File: src/rtl/atomic_mem_unit.sv
module atomic_mem_unit #(
  parameter int NREQ = 3,
  parameter int AW   = 4,
  parameter int DW   = 16,
  localparam int IW  = (NREQ > 1) ? $clog2(NREQ) : 1
) (
  input  logic              clk,
  input  logic              rst_n,
  input  logic [NREQ-1:0]   req_valid,
  output logic [NREQ-1:0]   req_ready,
  input  logic [2*NREQ-1:0] req_op,
  input  logic [NREQ*AW-1:0] req_addr,
  input  logic [NREQ*DW-1:0] req_data,
  input  logic [NREQ*DW-1:0] req_cmp,
  output logic              rsp_valid,
  output logic [IW-1:0]     rsp_id,
  output logic [DW-1:0]     rsp_data,
  output logic              rsp_ok
);

  localparam int DEPTH = 1 << AW;
  localparam logic [1:0] OP_RD  = 2'd0;
  localparam logic [1:0] OP_WR  = 2'd1;
  localparam logic [1:0] OP_ADD = 2'd2;
  localparam logic [1:0] OP_CAS = 2'd3;

  typedef enum logic [1:0] {S_IDLE, S_RD, S_CMP, S_WR} st_t;
  st_t st;

  logic [DW-1:0]   mem [DEPTH];
  logic [NREQ-1:0] gnt;
  logic [IW-1:0]   gid;
  logic            take, wen;
  logic [1:0]      op_q;
  logic [AW-1:0]   addr_q;
  logic [DW-1:0]   data_q, cmp_q, old_q, new_q;
  logic            ok_q;
  logic [IW-1:0]   id_q;

  assign gnt = req_valid & (~req_valid + 1'b1);

  always_comb begin
    gid = '0;
    for (int i = NREQ - 1; i >= 0; i--)
      if (gnt[i]) gid = IW'(i);
  end

  assign req_ready = (st == S_IDLE) ? gnt : '0;
  assign take      = |req_ready;
  assign wen       = ok_q && (op_q != OP_RD);

  always_ff @(posedge clk) begin
    if (!rst_n) begin
      st        <= S_IDLE;
      rsp_valid <= 1'b0;
      rsp_id    <= '0;
      rsp_data  <= '0;
      rsp_ok    <= 1'b0;
      op_q      <= OP_RD;
      addr_q    <= '0;
      data_q    <= '0;
      cmp_q     <= '0;
      old_q     <= '0;
      new_q     <= '0;
      ok_q      <= 1'b0;
      id_q      <= '0;
      for (int i = 0; i < DEPTH; i++) mem[i] <= '0;
    end else begin
      rsp_valid <= 1'b0;
      case (st)
        S_IDLE: if (take) begin
          op_q   <= req_op[int'(gid)*2 +: 2];
          addr_q <= req_addr[int'(gid)*AW +: AW];
          data_q <= req_data[int'(gid)*DW +: DW];
          cmp_q  <= req_cmp[int'(gid)*DW +: DW];
          id_q   <= gid;
          st     <= S_RD;
        end
        S_RD: begin
          old_q <= mem[addr_q];
          st    <= S_CMP;
        end
        S_CMP: begin
          case (op_q)
            OP_WR:   new_q <= data_q;
            OP_ADD:  new_q <= old_q + data_q;
            OP_CAS:  new_q <= (old_q == cmp_q) ? data_q : old_q;
            default: new_q <= old_q;
          endcase
          ok_q <= (op_q != OP_CAS) || (old_q == cmp_q);
          st   <= S_WR;
        end
        default: begin
          if (wen) mem[addr_q] <= new_q;
          rsp_valid <= 1'b1;
          rsp_id    <= id_q;
          rsp_data  <= old_q;
          rsp_ok    <= ok_q;
          st        <= S_IDLE;
        end
      endcase
    end
  end

  AST_ONE_GRANT: assert property (@(posedge clk) disable iff (!rst_n)
    $onehot0(req_ready));
  AST_GRANT_NEEDS_VALID: assert property (@(posedge clk) disable iff (!rst_n)
    (req_ready & ~req_valid) == '0);
  AST_PRIO_LOWEST: assert property (@(posedge clk) disable iff (!rst_n)
    (req_ready != '0) |-> (((req_ready - 1'b1) & req_valid) == '0));
  AST_BUSY_NO_GRANT: assert property (@(posedge clk) disable iff (!rst_n)
    (st != S_IDLE) |-> (req_ready == '0));
  AST_RSP_AFTER_WRITE: assert property (@(posedge clk) disable iff (!rst_n)
    (st == S_WR) |=> rsp_valid);
  AST_RSP_ONLY_AFTER_WRITE: assert property (@(posedge clk) disable iff (!rst_n)
    rsp_valid |-> $past(st == S_WR));
  AST_ADD_STORES_SUM: assert property (@(posedge clk) disable iff (!rst_n)
    (st == S_WR && op_q == OP_ADD) |=> (mem[addr_q] == DW'(old_q + data_q)));
  AST_CAS_HIT_SWAPS: assert property (@(posedge clk) disable iff (!rst_n)
    (st == S_WR && op_q == OP_CAS && old_q == cmp_q) |=> (mem[addr_q] == data_q && rsp_ok));
  AST_CAS_MISS_KEEPS: assert property (@(posedge clk) disable iff (!rst_n)
    (st == S_WR && op_q == OP_CAS && old_q != cmp_q) |=> (mem[addr_q] == old_q && !rsp_ok));
  AST_READ_KEEPS: assert property (@(posedge clk) disable iff (!rst_n)
    (st == S_WR && op_q == OP_RD) |=> (mem[addr_q] == old_q && rsp_ok));

endmodule

File: config.mk
export PLATFORM = sky130hd
export DESIGN_NAME = atomic_mem_unit
export DESIGN_NICKNAME = d
export VERILOG_FILES = /design/src/rtl/atomic_mem_unit.sv
export SDC_FILE = /design/constraint.sdc
export NUM_CORES = 1
export LEC_CHECK = 0
export ABC_AREA = 1
export BUFFER_PORTS_ARGS = -buffer_cell sky130_fd_sc_hd__clkbuf_2
export CORE_ASPECT_RATIO = 1.75
export CORE_MARGIN = 3
export CORE_UTILIZATION = 45
export CTS_CLUSTER_DIAMETER = 100
export DETAILED_ROUTE_END_ITERATION = 8
export GPL_TIMING_DRIVEN = 0
export SLEW_MARGIN = 40
export SYNTH_ARGS = -nofsm -noshare
export SYNTH_HDL_FRONTEND = slang
export SYNTH_SLANG_ARGS = --single-unit
File: constraint.sdc
create_clock -name clk -period 2.4 [get_ports clk]
set_input_delay 0.12 -clock clk [delete_from_list [all_inputs] [get_ports clk]]
set_output_delay 0.12 -clock clk [all_outputs]
set_load 0.03 [all_outputs]
# ---- Yosys cells after proc, flatten, opt, wreduce, memory -nomap -nowiden
# Memories as Yosys holds them, arrays and structs flattened. A register that Yosys moved wholly into a read port is not among the register bits.
# Cells that the tools add are included.
# W data, S select, Z words.
dict set report classes {
  add_sub_neg 2
  eq_ne 8
  n_shift 4
  muxes 17
  bitwise_logic 2
  reduce_logical 9
}
# cell count
set ops {}
lappend ops {{$shiftx A48 B7 Y16} 2}
lappend ops {{$pmux W16 S3} 1}
lappend ops {{$mux W16} 2}
lappend ops {{$add A16 B16 Y16} 1}
lappend ops {{$eq A16 B16 Y1} 1}
lappend ops {{$reduce_or A16 Y1} 1}
lappend ops {{$shiftx A12 B5 Y4} 1}
lappend ops {{$mux W2} 4}
lappend ops {{$mux W1} 7}
lappend ops {{$eq A2 B2 Y1 const B} 3}
lappend ops {{$pmux W2 S3} 1}
lappend ops {{$reduce_or A3 Y1} 2}
lappend ops {{$shiftx A6 B4 Y2} 1}
lappend ops {{$eq A2 B1 Y1 const B} 2}
lappend ops {{$mux W4} 1}
lappend ops {{$ne A2 B2 Y1 const B} 2}
lappend ops {{$add A3 B1 Y3 const B} 1}
lappend ops {{$and A3 B3 Y3} 1}
lappend ops {{$mux W3} 1}
lappend ops {{$not A3 Y3} 1}
lappend ops {{$logic_not A2 Y1} 1}
lappend ops {{$reduce_and A2 Y1} 1}
lappend ops {{$reduce_bool A2 Y1} 1}
lappend ops {{$logic_and A1 B1 Y1} 1}
lappend ops {{2 further kinds} 2}
dict set report word_totals {
  reg_bits 79
  ram_bits 256
  in_bits 119
  out_inout_bits 23
  elab_cells 55
  n_memories 1
}
# memory words word_bits rd rd_ports_with_merged_regs write_ports line_no
set memory_table {}
lappend memory_table {mem 16 16 1 1 16 30} ;# logic [DW-1:0] mem [DEPTH];

# ---- Logic depth before layout (Yosys ltp)
# Gate-level depths: netlist of run 1.
dict set report depth {
  ltp_word 8
  mapped_depth 14
}

# ---- Worst setup path after synthesis of run 1
# No wires, ideal clock.
dict set report synth_path {
  path_kind {register to register}
  startpoint {reg st[0]}
  endpoint {mem mem[5][0] (enable)}
  setup_time_ns 0.372
  arrival_time_ns 1.817
  t_required_ns 2.028
  path_slack_ns 0.211
  path_stages_with_launch 9
  n_path_buf 1
  period_less_slack_ns 2.189
  path_cell_list {dfxtp_1 ha_1 nand2_1 nor2_1 nand2_2 nor3_2 nand2_1 buf_2 nand2_1}
}
# element line_no
set synth_rtl {}
lappend synth_rtl {{from (decl)} 28} ;# st_t st;
lappend synth_rtl {{from (signal assigned)} 54} ;# st <= S_IDLE;
lappend synth_rtl {{from (signal assigned)} 77} ;# st <= S_RD;
lappend synth_rtl {{from (signal assigned)} 81} ;# st <= S_CMP;
lappend synth_rtl {{to (decl)} 30}

==> qor.txt, run 1 <==
family of cells with the greatest summed delay on the critical path - simple AND/OR/NAND/NOR gates
fraction of synthesis flops using an asynchronous set or reset pin - 0
root buffer selected by CTS - clkbuf_16
post-DP HPWL - 43100 um
cells after synthesis - 1774
Final Hold Fails - 2
clock-pin slew on the worst setup and hold paths - 0.06 ns
height of the chip - 259 um
area fraction of the dominant cell type after synthesis - 0.468
average wire per standard cell - 23.2 um
number of diodes added for antenna fixing - 0
violated checks - hold timing
Final Setup Violations - 0
Port Buf Inserts - 141
Skew-Pair Late Insertion Delay - 0.55 ns
post-detailed-route DRC marker count - 0
post-DR vias/cell - 5.68
Max VDD drop - 464 uV
Antenna Nets Post-Route - 0
sum of routed wire length over all layers - 58400 um
placed cell areas - 17700 um^2
reg2reg path depth - 7
antenna violations before repair - 0
Distinct cells, synth - 37
amount of wire on met2 after detailed routing - 31200 um
type of the worst min-delay path - input port to flip-flop
Crit path arrival time - 2.57 ns
Worst Setup Path Type - flip-flop to flip-flop
final setup slack of the worst path - 0.0601 ns
Worst Max-Slew Pin Slew - 0.855 ns
most frequent cell after synthesis - nor2_1
number of cells in the finished layout apart from fillers - 2514
detailed-routing iteration count for the pre-antenna-repair pass - 6
TritonCTS Buffers - 34
Worst EP required - 2.63 ns
vias in the first global route - 14600
Max Transition Viols Final - 0
Post-layout nets - 2157
series of cell instances along the critical path - nor2_2 -> inv_2 -> nand2_2 -> nor3_4 -> nand2_2 -> buf_4 -> nand2_8
number of flip-flops and latches in the synthesized netlist - 351
per-instance average area after synthesis - 9.26 um^2
number of synthesized flops with an enable pin - 256
area of the core - 36000 um^2
top cells by area in the synthesized netlist - edfxtp_1 (47%), dfxtp_1 (12%), nor2_1 (7.3%)
Worst Hold Slack - -0.00248 ns
most used standard cells in the synthesized netlist - nor2_1 (320), edfxtp_1 (256), nand2_1 (248)
final clock period utilization by the worst path - 0.975
fraction of final layout cells with drive strength greater than 1 - 0.163
cell area after layout - 20000 um^2
count of buffering cells on the critical path with inverters included - 2
total congestion overflow after global routing - 0
Critical Path Most Common Cell - nand2_2
post-placement setup slack - -0.705 ns
commonest register cell after synthesis - edfxtp_1
Worst Clk Skew - 0.0266 ns
Worst path max stage delay - 0.57 ns
wl on met1 - 18900 um
largest net degree at the start of global routing - 18
clock tree sinks - 351
share of synthesized area occupied by flip-flops and latches - 0.584
dpl cells - 2385
top routing layer in use - met4
global-route wire length before repair - 85600 um
Core Rows - 92
setup repair after global routing missed its margin - yes
leakage power - 0.00795 uW
H-tree depth reported by CTS - 2
Power per Cell Area - 979 nW/um^2
number of warnings issued by yosys - 0
die area - 38900 um^2
count of boundary I/O pins - 142
worst hold path cell count - 5
cell area after synthesis - 16400 um^2
DR WL met3 - 3520 um
crit path max fanout - 16
overall routing resource usage - 0.297
drt initial violations - 1094
slowest library cell on the worst path - dfxtp_1
TritonCTS clock tree - yes
Crit. path cell count - 7
global placer's final weighted congestion - 0.961
area growth from synthesis to final layout - 21.8%
launching element type of the critical path - flip-flop
clock buffer depth - 3
largest area contributor in the synthesized netlist - edfxtp_1
tightest slew margin relative to the limit - 0.430
result of the run - finished with violations
max frequency - 427 MHz
die span in x - 150 um
DR vias - 14300
max_cap viols - 0
time the final worst path needs with I/O delays and setup - 2.34 ns
Mapped Nets - 1913
initial cell density of the core - 0.456
Worst Setup End Kind - flip-flop
-- final cells by class --
type	instances	area, um^2
Multi-Input combinational cell	1207	6260
Inverter	94	353
Buffer	122	597
Fill cell	3191	16000
Clock buffer	47	951
Sequential cell	351	9610
Clock inverter	15	168
Tap cell	470	588
Timing Repair Buffer	208	1500
-- through the flow --
stage | TNS [ns] | utilization | hold WS [ns] | total power (uW)
finish | 0 | 0.555 | -0.00248 | 19600
global placement | -166.46 | 0.492 | 0.413 | 13800
global route | -0.319 | 0.555 | 0.0241 | 20500
CTS | -0.497 | 0.553 | 0.000329 | 19500
floorplan | 0 | - | 0.236 | 11400
detailed placement | -140.23 | 0.492 | 0.416 | 13900
-- power by group --
group	leakage (uW)	internal (uW)	total [uW]	switching, uW
registers	0.00343	7150	7860	710
clock network	0.000549	3120	5480	2360
logic	0.00397	1730	6260	4540
total	0.00795	12000	19600	7610
-- logic make-up after synthesis --
| logic type | synth area share |
|---|---|
| adders and majority gates | 0.0157 |
| DFF | 0.584 |
| buffers and inverters | 0.0540 |
| xor gates and xnor gates | 0.00107 |
| AOI/OAI and AO/OA | 0.118 |
| muxes | 0.0231 |
| and+or+nand+nor | 0.205 |
-- worst register-to-register path, stage by stage (launching register included) --
cell,delay [ns]
dfxtp_1,0.57
nor2_2,0.15
inv_2,0.14
nand2_2,0.17
nor3_4,0.28
nand2_2,0.25
buf_4,0.28
nand2_8,0.18
-- worst paths after layout --
path / slack (ns) / startpoint / to
max: 0.06 / op_q[1] / mem[10][11]
min: -0.002 / req_data[29] / data_q[13]
max reg2reg: 0.06 / op_q[1] / mem[10][11]
min reg2reg: 0.47 / new_q[2] / new_q[2]
-- registers in the layout (all words and copies together), names as in the netlist --
name,count
rsp_valid,1
addr_q,4
old_q,16
op_q,2
cmp_q,16
rsp_id,2
data_q,16
new_q,16
id_q,2
rsp_ok,1
mem,256
ok_q,1
rsp_data,16
st,2
-- per-layer routing --
layer,track usage,up-vias
li1,-,6662
met4,0.197,0
met1,0.293,6723
met2,0.564,680
met3,0.0388,224
met5,0,-
-- cell usage in the layout, fill, tap and decap left out, types with 4 or more instances in the layout --
master	instances
a21oi_1	115
a22oi_1	64
a41oi_1	16
buf_1	10
buf_12	13
buf_2	25
buf_4	17
buf_6	5
clkbuf_1	67
clkbuf_16	35
clkbuf_2	154
clkinv_1	5
clkinv_2	6
dfxtp_1	82
dfxtp_2	13
dlygate4sd3_1	47
edfxtp_1	256
ha_1	18
inv_1	89
inv_2	4
mux2i_1	38
nand2_1	216
nand2_2	15
nand2_4	16
nand2_8	6
nand3_1	220
nor2_1	317
nor2_2	4
o21ai_0	137
-- what timing repair did --
| item | in CTS | in global routing |
|---|---|---|
| pin swaps | 3 | 4 |
| resized for setup | 78 | 42 |
| cloned | 2 | 0 |
| hold endpoints to repair | 38 | 0 |
| setup buffers | 17 | 2 |
| endpoints found under the setup margin | 259 | 264 |
| hold buffers | 47 | 0 |
Note: power is estimated with default switching activity, not from simulation.
==> run 2: changes to the inputs <==
REMOVE_ABC_BUFFERS = 1   (was unset)
==> run 2 against run 1 <==
Effect of this change:
- the run now ends clean
- flip-flop and latch count stayed put
- sequential power is 0.9% lower
- via count is 4.6% lower
- combinational power is 3% lower
- fmax is 2.0% lower
- worst setup slack worse by 0.047 ns
- sequential share of layout area is 0.57 points higher
- first-iteration DRC count is 2.1% lower
- wire length is 14% lower
- hold slack better by 0.012 ns
- largest cell class unchanged
- highest routed layer unchanged
==> qor.txt, run 2 (synthesized netlist as in run 1, its figures left out) <==
result of the run - finished, final reports clean
drt initial violations - 1071
Final Setup Violations - 0
post-detailed-route DRC marker count - 0
Core Rows - 92
antenna violations before repair - 0
sequential cell fraction of total power - 0.406
net switching fraction of the power - 0.379
global-route wire length before repair - 74700 um
crit path max fanout - 41
FILL cells - 3175
count of buffering cells on the critical path with inverters included - 4
Worst Setup End Kind - flip-flop
Crit path arrival time - 2.75 ns
post-route setup TNS - 0 ns
Post-layout nets - 2048
Worst Max-Slew Pin Slew - 0.844 ns
overall routing resource usage - 0.253
max_cap viols - 0
post-placement setup slack - -1.03 ns
reg2reg path depth - 9
detailed-routing iteration count for the pre-antenna-repair pass - 5
global placer's final weighted congestion - 0.872
utilization after layout - 0.548
fraction of final layout cells with drive strength greater than 1 - 0.148
height of the chip - 259 um
area of the core - 36000 um^2
initial cell density of the core - 0.456
internal power of the cells - 11900 uW
final clock period utilization by the worst path - 0.994
series of cell instances along the critical path - bufinv_16 -> buf_16 -> nor2_4 -> buf_16 -> buf_16 -> a22oi_1 -> nand3_1 -> a21oi_1 -> a41oi_1
Worst EP required - 2.77 ns
total congestion overflow after global routing - 0
Power per Cell Area - 970 nW/um^2
clock buffer depth - 3
switching component of the power - 7270 uW
TritonCTS Buffers - 34
final setup slack of the worst path - 0.0132 ns
type of the worst min-delay path - input port to flip-flop
worst hold path cell count - 5
post-DP HPWL - 32300 um
Crit. path cell count - 9
area growth from synthesis to final layout - 20.2%
post-DR vias/cell - 5.67
Worst path max stage delay - 0.42 ns
Antenna Nets Post-Route - 0
Max VDD drop - 386 uV
cell area after layout - 19800 um^2
time the final worst path needs with I/O delays and setup - 2.39 ns
slowest library cell on the worst path - dfxtp_2
leakage power - 0.00788 uW
Max Transition Viols Final - 0
vias in the first global route - 13000
die area - 38900 um^2
die span in x - 150 um
clock network fraction of design power - 0.278
Worst Clk Skew - 0.0191 ns
Critical Path Most Common Cell - buf_16
clock tree sinks - 351
DR vias - 13600
Worst Setup Path Type - flip-flop to flip-flop
Port Buf Inserts - 141
number of diodes added for antenna fixing - 0
PnR Total Power - 19200 uW
Register Area - 9590 um^2
Logic pwr share - 0.316
commonest cells after routing, fill and taps aside - nor2_1 (314), edfxtp_1 (256), nand3_1 (220)
Final Hold Fails - 0
launching element type of the critical path - flip-flop
tightest slew margin relative to the limit - 0.437
average wire per standard cell - 21.0 um
placed cell areas - 17500 um^2
max frequency - 419 MHz
leading cell type in the layout, fill and taps excluded - nor2_1
sum of routed wire length over all layers - 50500 um
root buffer selected by CTS - clkbuf_16
H-tree depth reported by CTS - 2
Top reg by flops - mem
setup repair after global routing missed its margin - no
Skew-Pair Late Insertion Delay - 0.54 ns
largest net degree at the start of global routing - 78
family of cells with the greatest summed delay on the critical path - buffers and inverters
clock-pin slew on the worst setup and hold paths - 0.06 ns
count of boundary I/O pins - 142
footprint of the multi-input gates - 6460 um^2
TritonCTS clock tree - yes
flip-flop count of the largest register, all copies and words added - 256
## run 2: layout make-up
class | instances | share of cell area
Clock buffer | 48 | 0.0478
Clock inverter | 13 | 0.00697
Inverter | 94 | 0.0200
Multi-Input combinational cell | 1207 | 0.327
Sequential cell | 351 | 0.486
Tap cell | 470 | 0.0298
Timing Repair Buffer | 220 | 0.0822
Timing Repair inverter | 1 | 0.000443
## run 2: tightest hold or removal path, delay by kind of cell
| family | cells | cell delay, ns |
|---|---|---|
| muxes | 1 | 0.05 |
| AOI/OAI and AO/OA | 2 | 0.19 |
| and+or+nand+nor | 1 | 0.05 |
| buffers and inverters | 1 | 0.07 |
## run 2: repair_timing
action	4_1_cts	5_1_grt
endpoints found under the setup margin	534	287
setup buffers	12	5
hold endpoints to repair	38	0
cloned	4	0
hold buffers	52	0
resized for setup	81	7
pin swaps	7	0
## run 2: path summary, 6_finish.rpt
check	start	end	slack (ns)
hold reg to reg	id_q[0]	id_q[0]	0.46
hold / removal	req_data[20]	data_q[4]	0.009
setup / recovery	addr_q[1]	old_q[7]	0.01
setup reg to reg	addr_q[1]	old_q[7]	0.01
## run 2: power by group through the flow
stage | clock (uW) | sequential [uW] | combinational [uW]
floorplan | 0 | 7770 | 3290
global placement | 0 | 7970 | 5190
detailed placement | 0 | 7930 | 5520
CTS | 5370 | 7810 | 5940
global route | 5600 | 7860 | 6590
finish | 5320 | 7790 | 6060
## run 2: layer usage
layer	vias up	global-route usage	routed length, um
li1	6430	-	-
met4	0	0.138	3080
met1	6563	0.276	17600
met5	-	0	0
met2	499	0.469	27300
met3	139	0.0275	2550
## run 2: per-stage QoR
step	hold WS [ns]	std cells
after floorplan	0.236	1650
after global placement	0.421	2261
after detailed placement	0.417	2270
after CTS	0.0000787	2399
after global routing	0.0353	2404
final	0.00915	2404
